<file path="config.mk">
export PLATFORM = sky130hd
export DESIGN_NAME = disp8080_wr
export DESIGN_NICKNAME = d
export VERILOG_FILES = /design/src/rtl/disp8080_wr.sv
export SDC_FILE = /design/constraint.sdc
export NUM_CORES = 1
export LEC_CHECK = 0
export BUFFER_PORTS_ARGS = -buffer_cell sky130_fd_sc_hd__buf_4
export CAP_MARGIN = 10
export CORE_AREA = 5 5 80 82
export CTS_CLUSTER_SIZE = 12
export DETAILED_ROUTE_END_ITERATION = 8
export DIE_AREA = 0 0 85 87
export PLACE_DENSITY_LB_ADDON = 0.2
export SKIP_CTS_REPAIR_TIMING = 1
export SYNTH_ARGS = -nofsm -noshare
export SYNTH_HDL_FRONTEND = slang
export SYNTH_SLANG_ARGS = --single-unit
export TNS_END_PERCENT = 50
</file>
<file path="constraint.sdc">
create_clock -name clk -period 3.6 [get_ports clk]
set_input_delay 0 -clock clk [delete_from_list [all_inputs] [get_ports clk]]
set_output_delay 0 -clock clk [all_outputs]
set_load 0.005 [all_outputs]
</file>
<file path="src/rtl/disp8080_wr.sv">
module disp8080_wr #(
  parameter int WR_LO    = 2,
  parameter int WR_HI    = 2,
  parameter int RD_LO    = 200,
  parameter int RD_WAIT  = 2000,
  parameter int RST_LO   = 3000,
  parameter int RST_WAIT = 2000
) (
  input  logic        clk,
  input  logic        rst_n,
  input  logic        req_valid,
  output logic        req_ready,
  input  logic [2:0]  req_kind,
  input  logic [1:0]  req_fmt,
  input  logic [23:0] req_word,
  output logic [7:0]  rd_byte,
  output logic        rd_done,
  output logic        fmt_err,
  output logic        lcd_cs_n,
  output logic        lcd_wr_n,
  output logic        lcd_rd_n,
  output logic        lcd_rst_n,
  output logic        lcd_rs,
  output logic [7:0]  lcd_dout,
  output logic        lcd_doe,
  input  logic [7:0]  lcd_din
);
  localparam int M1 = (WR_LO > WR_HI) ? WR_LO : WR_HI;
  localparam int M2 = (RD_LO > RD_WAIT) ? RD_LO : RD_WAIT;
  localparam int M3 = (RST_LO > RST_WAIT) ? RST_LO : RST_WAIT;
  localparam int M4 = (M1 > M2) ? M1 : M2;
  localparam int MAXD = (M4 > M3) ? M4 : M3;
  localparam int TW = $clog2(MAXD) + 1;

  localparam logic [TW-1:0] L_WLO = TW'(WR_LO - 1);
  localparam logic [TW-1:0] L_WHI = TW'(WR_HI - 1);
  localparam logic [TW-1:0] L_RLO = TW'(RD_LO - 1);
  localparam logic [TW-1:0] L_RWT = TW'(RD_WAIT - 1);
  localparam logic [TW-1:0] L_XLO = TW'(RST_LO - 1);
  localparam logic [TW-1:0] L_XHI = TW'(RST_WAIT - 1);

  localparam logic [2:0] K_CMD = 3'd0;
  localparam logic [2:0] K_DAT = 3'd1;
  localparam logic [2:0] K_PIX = 3'd2;
  localparam logic [2:0] K_RD  = 3'd3;
  localparam logic [2:0] K_RST = 3'd4;

  typedef enum logic [2:0] {
    S_IDLE, S_SET, S_WLO, S_WHI, S_RLO, S_RWT, S_XLO, S_XHI
  } st_t;

  st_t            st;
  logic [TW-1:0]  tmr;
  logic [23:0]    sh;
  logic [1:0]     left;
  logic           rs;

  wire tdone = (tmr == '0);

  always_ff @(posedge clk or negedge rst_n) begin
    if (!rst_n) begin
      st      <= S_IDLE;
      tmr     <= '0;
      sh      <= '0;
      left    <= '0;
      rs      <= 1'b0;
      rd_byte <= '0;
      rd_done <= 1'b0;
      fmt_err <= 1'b0;
    end else begin
      fmt_err <= 1'b0;
      rd_done <= 1'b0;
      case (st)
        S_IDLE: if (req_valid) begin
          case (req_kind)
            K_CMD, K_DAT: begin
              rs   <= (req_kind == K_DAT);
              sh   <= {req_word[7:0], 16'h0000};
              left <= 2'd0;
              st   <= S_SET;
            end
            K_PIX: begin
              case (req_fmt)
                2'd0: begin sh <= req_word;                  left <= 2'd2; end
                2'd1: begin sh <= {6'b0, req_word[17:0]};    left <= 2'd2; end
                2'd2: begin sh <= {req_word[15:0], 8'h00};   left <= 2'd1; end
                default: fmt_err <= 1'b1;
              endcase
              if (req_fmt != 2'd3) begin
                rs <= 1'b1;
                st <= S_SET;
              end
            end
            K_RD: begin
              rs  <= 1'b1;
              tmr <= L_RLO;
              st  <= S_RLO;
            end
            K_RST: begin
              tmr <= L_XLO;
              st  <= S_XLO;
            end
            default: fmt_err <= 1'b1;
          endcase
        end
        S_SET: begin
          tmr <= L_WLO;
          st  <= S_WLO;
        end
        S_WLO: if (tdone) begin
          tmr <= L_WHI;
          st  <= S_WHI;
        end else tmr <= tmr - 1'b1;
        S_WHI: if (tdone) begin
          if (left != 2'd0) begin
            sh   <= {sh[15:0], 8'h00};
            left <= left - 1'b1;
            st   <= S_SET;
          end else st <= S_IDLE;
        end else tmr <= tmr - 1'b1;
        S_RLO: if (tdone) begin
          rd_byte <= lcd_din;
          tmr     <= L_RWT;
          st      <= S_RWT;
        end else tmr <= tmr - 1'b1;
        S_RWT: if (tdone) begin
          rd_done <= 1'b1;
          st      <= S_IDLE;
        end else tmr <= tmr - 1'b1;
        S_XLO: if (tdone) begin
          tmr <= L_XHI;
          st  <= S_XHI;
        end else tmr <= tmr - 1'b1;
        S_XHI: if (tdone) st <= S_IDLE;
               else tmr <= tmr - 1'b1;
        default: st <= S_IDLE;
      endcase
    end
  end

  assign req_ready = (st == S_IDLE);
  assign lcd_cs_n  = !(st == S_SET || st == S_WLO || st == S_WHI ||
                       st == S_RLO || st == S_RWT);
  assign lcd_wr_n  = (st != S_WLO);
  assign lcd_rd_n  = (st != S_RLO);
  assign lcd_rst_n = (st != S_XLO);
  assign lcd_doe   = !(st == S_RLO || st == S_RWT);
  assign lcd_dout  = sh[23:16];
  assign lcd_rs    = rs;

  p_wr_in_cs_r8: assert property (@(posedge clk) disable iff (!rst_n)
    !lcd_wr_n |-> !lcd_cs_n);
  p_ready_no_bus_r8: assert property (@(posedge clk) disable iff (!rst_n)
    req_ready |-> (lcd_cs_n && lcd_wr_n && lcd_rd_n && lcd_rst_n));
  p_rd_bus_released_r9: assert property (@(posedge clk) disable iff (!rst_n)
    !lcd_rd_n |-> (!lcd_doe && lcd_rs && !lcd_cs_n));
  p_rst_no_cs_r10: assert property (@(posedge clk) disable iff (!rst_n)
    !lcd_rst_n |-> (lcd_cs_n && lcd_rd_n));
  p_err_quiet_r11: assert property (@(posedge clk) disable iff (!rst_n)
    fmt_err |-> (req_ready && lcd_cs_n && lcd_wr_n));
  p_cmd_start_r2: assert property (@(posedge clk) disable iff (!rst_n)
    (req_valid && req_ready && req_kind == K_CMD) |=>
      (!req_ready && !lcd_cs_n && !lcd_rs && lcd_wr_n));
endmodule

</file>
==> impl_summary.log <==
INFO  metric status = finished, violations left
INFO  metric failing_checks = hold timing
INFO  metric number_of_buffers_added_by_the_clock_tree_synthesis_step = 5
INFO  metric die_footprint = 7400 um^2
INFO  metric critical_setup_path_kind = flip-flop to flip-flop
INFO  metric yosys.cell_types.count = 58
INFO  metric flip_flop_and_latch_count_after_synthesis = 53
INFO  metric power.total = 1.09 mW
INFO  metric setup-tns-final = 0 ns
INFO  metric detailroute.via_count = 3013
INFO  metric p_leak = 1.84 nW
INFO  metric design.final.nets = 470
INFO  metric worst-path-buf-inv = 1
INFO  metric critical_path_peak_fanout = 11
INFO  metric fillerInstances = 469
INFO  metric type_of_origin_of_the_critical_path = flip-flop
INFO  metric grt-ovfl-total = 0
INFO  metric area.sequential = 1330 um^2
INFO  metric crit_slowest_cell = sky130_fd_sc_hd__o31ai_2
INFO  metric detail_route.wl_per_cell = 16.4 um
INFO  metric holdCritStartpoint = req_valid
INFO  metric reg2reg_depth = 7
INFO  metric core = 5680 um^2
INFO  metric holdPathEnd = fmt_err
INFO  metric place.detailed.hpwl = 5590 um
INFO  metric ys_top_cells_by_area = sky130_fd_sc_hd__dfrtp_1 (40%), sky130_fd_sc_hd__nand2_1 (6.3%), sky130_fd_sc_hd__o21ai_0 (4.6%)
INFO  metric crit_path_leading_delay_family = compound AO/OA/AOI/OAI gates
INFO  metric clk_root_buffer_cell = sky130_fd_sc_hd__clkbuf_8
INFO  metric r2r_setup_slack = 1.21 ns
INFO  metric cp.arrival = 2.61 ns
INFO  metric synth-seq-area-share = 0.405
INFO  metric drive_gt1_frac = 0.227
INFO  metric timing.critical_path.to_type = flip-flop
INFO  metric io_buffers = 64
INFO  metric report.final.hold_viol_count = 5
INFO  metric area_growth = 21.1%
INFO  metric r2r-end = tmr[8]
INFO  metric yosysTopAreaCell = sky130_fd_sc_hd__dfrtp_1
INFO  metric timing.final.setup_violations = 0
INFO  metric final_min_period = 2.39 ns
INFO  metric worst_slew_margin = 0.471
INFO  metric synth_edf_count = 0
INFO  metric regToRegStartpoint = tmr[0]
INFO  metric drt-vias-per-instance = 6.05
INFO  metric ys_dominant_reg_cell = sky130_fd_sc_hd__dfrtp_1
INFO  metric cts.path.max_buffers = 2
INFO  metric worst_pin_slew = 0.788 ns
INFO  metric slowest_delay = 0.70 ns
INFO  metric ys_warn_count = 0
INFO  metric syn-cell-area = 3280 um^2
INFO  metric synthesis.instances = 362
INFO  metric clk_latency = 0.31 ns
INFO  metric postLayoutCoreUtil = 0.699
INFO  metric max_cap_viol_count = 0
INFO  metric instance_count_on_the_critical_path = 7
INFO  metric first_iter_violations = 272
INFO  metric cts.htree.levels = 2
INFO  metric max_freq = 419 MHz
INFO  metric slew_viol_final = 0
INFO  metric n_antenna_cell = 0
INFO  metric p_per_area = 275 nW/um^2
INFO  metric final_antenna_net_count = 0
INFO  metric grt_util_all_layers = 0.219
INFO  metric grt_pass1_vias = 2698
INFO  metric timing.hold.worst.class = primary input to flip-flop
INFO  metric cts.sinks = 53
INFO  metric worst_hold_slack = -0.0113 ns
INFO  metric hold_depth = 3
INFO  metric worst_ir_drop_vdd = 0.000205 V
INFO  metric yosysMostFrequentCell = sky130_fd_sc_hd__nand2_1
INFO  metric dr.pass1.iters = 5
INFO  metric cp_required = 3.83 ns
INFO  metric post-route-drc-count = 0
INFO  metric number_of_top_level_pins = 65
INFO  metric floorplan.die.width = 85 um
INFO  metric rsz0062_at_grt = no
INFO  metric yosysTopAreaCellShare = 0.405
INFO  metric initial_utilization = 0.577
INFO  metric grt_pass1_wl = 13100 um
INFO  metric detail_route.wirelength = 8180 um
INFO  metric fraction_of_synthesis_flops_using_an_asynchronous_set_or_reset_pin = 1.00
INFO  metric final.setup_skew = 0.0106 ns
INFO  metric number_of_antenna_violations_at_the_first_check_in_global_routing = 0
INFO  metric tritoncts = yes
INFO  metric syn_nets = 410
INFO  metric synth.avg_cell_area = 9.05 um^2
INFO  metric place.gp.congestion = 0.925
INFO  metric multi_input_area = 1720 um^2
INFO  metric synth_common_cells = sky130_fd_sc_hd__nand2_1 (55), sky130_fd_sc_hd__dfrtp_1 (53), sky130_fd_sc_hd__o21ai_0 (30)
INFO  metric die_y = 87 um
INFO  metric cts.reportedPaths.clkPinSlew = 0.10 ns
INFO  metric final.period_utilization = 0.663
INFO  metric crit_path_cell_trace = inv_1, ha_1, nor3b_2, nand4b_4, o31ai_2, a2111oi_0, a211oi_1
INFO  metric grt_max_degree = 54
INFO  metric core.rowCount = 28
power breakdown:
| part | leakage (nW) | internal [mW] | switching [mW] |
|---|---|---|---|
| clock | 0.0447 | 0.141 | 0.210 |
| combinational | 1.10 | 0.0693 | 0.0642 |
| sequential | 0.703 | 0.602 | 0.00671 |
| total | 1.84 | 0.812 | 0.280 |
per-layer routing:
layer  routed length (um)  GRT usage  up-vias
met5                    0          0        -
met4                  208     0.0647        0
met3                  523     0.0416       22
met2                 3950      0.350      109
met1                 3500      0.304     1456
li1                     -          -     1426
kinds of logic after synthesis:
kind of cell / share of synthesized area
compound gates: 0.233
buf+inv: 0.0737
fa+ha+maj: 0.0305
simple gates: 0.219
flops: 0.405
mux: 0.0367
xor+xnor: 0.00267
cell usage in the layout, fill, tap and decap left out, types with 5 or more instances in the layout:
cell type / instances
sky130_fd_sc_hd__a21oi_1: 27
sky130_fd_sc_hd__a221oi_1: 8
sky130_fd_sc_hd__a222oi_1: 7
sky130_fd_sc_hd__buf_4: 67
sky130_fd_sc_hd__clkbuf_8: 5
sky130_fd_sc_hd__dfrtp_1: 53
sky130_fd_sc_hd__dlygate4sd3_1: 18
sky130_fd_sc_hd__ha_1: 8
sky130_fd_sc_hd__inv_1: 15
sky130_fd_sc_hd__mux2_4: 8
sky130_fd_sc_hd__nand2_1: 55
sky130_fd_sc_hd__nand2b_1: 5
sky130_fd_sc_hd__nor2_1: 25
sky130_fd_sc_hd__nor3_1: 8
sky130_fd_sc_hd__o21ai_0: 30
sky130_fd_sc_hd__o31a_1: 5
registers in the layout, indices dropped and copies added, names as in the netlist:
name     cells
tmr         13
fmt_err      1
rd_byte      8
left         2
rd_done      1
sh          24
lcd_rs       1
st           3
worst max path at each step:
stage               startpoint    endpoint  slack (ns)
floorplan               tmr[0]  rd_byte[0]        1.68
global placement         st[2]      tmr[7]        1.39
detailed placement      tmr[0]      tmr[8]        1.29
CTS                     tmr[0]      tmr[8]        1.26
global route            tmr[0]      tmr[8]        1.03
finish                  tmr[0]      tmr[8]        1.21
worst register-to-register path, stage by stage, from the launching register on:
cell and delay (ns):
sky130_fd_sc_hd__dfrtp_1 0.44, sky130_fd_sc_hd__inv_1 0.11, sky130_fd_sc_hd__ha_1 0.15, sky130_fd_sc_hd__nor3b_2 0.28, sky130_fd_sc_hd__nand4b_4 0.22, sky130_fd_sc_hd__o31ai_2 0.70
sky130_fd_sc_hd__a2111oi_0 0.16, sky130_fd_sc_hd__a211oi_1 0.24
through the flow:
| step | instance area, um^2 | hold slack, ns | cells | setup WS [ns] |
|---|---|---|---|---|
| final | 3970 | -0.0113 | 498 | 1.21 |
| after global routing | 3970 | 0.00547 | 498 | 1.03 |
| after CTS | 3790 | -0.263 | 480 | 1.26 |
| after detailed placement | 3690 | 0.0799 | 472 | 1.29 |
| after global placement | 3690 | 0.0836 | 472 | 1.39 |
| after floorplan | 3280 | -0.296 | 362 | 1.68 |
cell type report:
type,count,area share
multi-input cells,262,0.432
clock inverters,3,0.00631
inverters,15,0.0142
flip-flops and latches,53,0.334
clock buffers,5,0.0173
well taps,75,0.0236
repair buffers,85,0.172
Power figures use the tool's default switching activity.
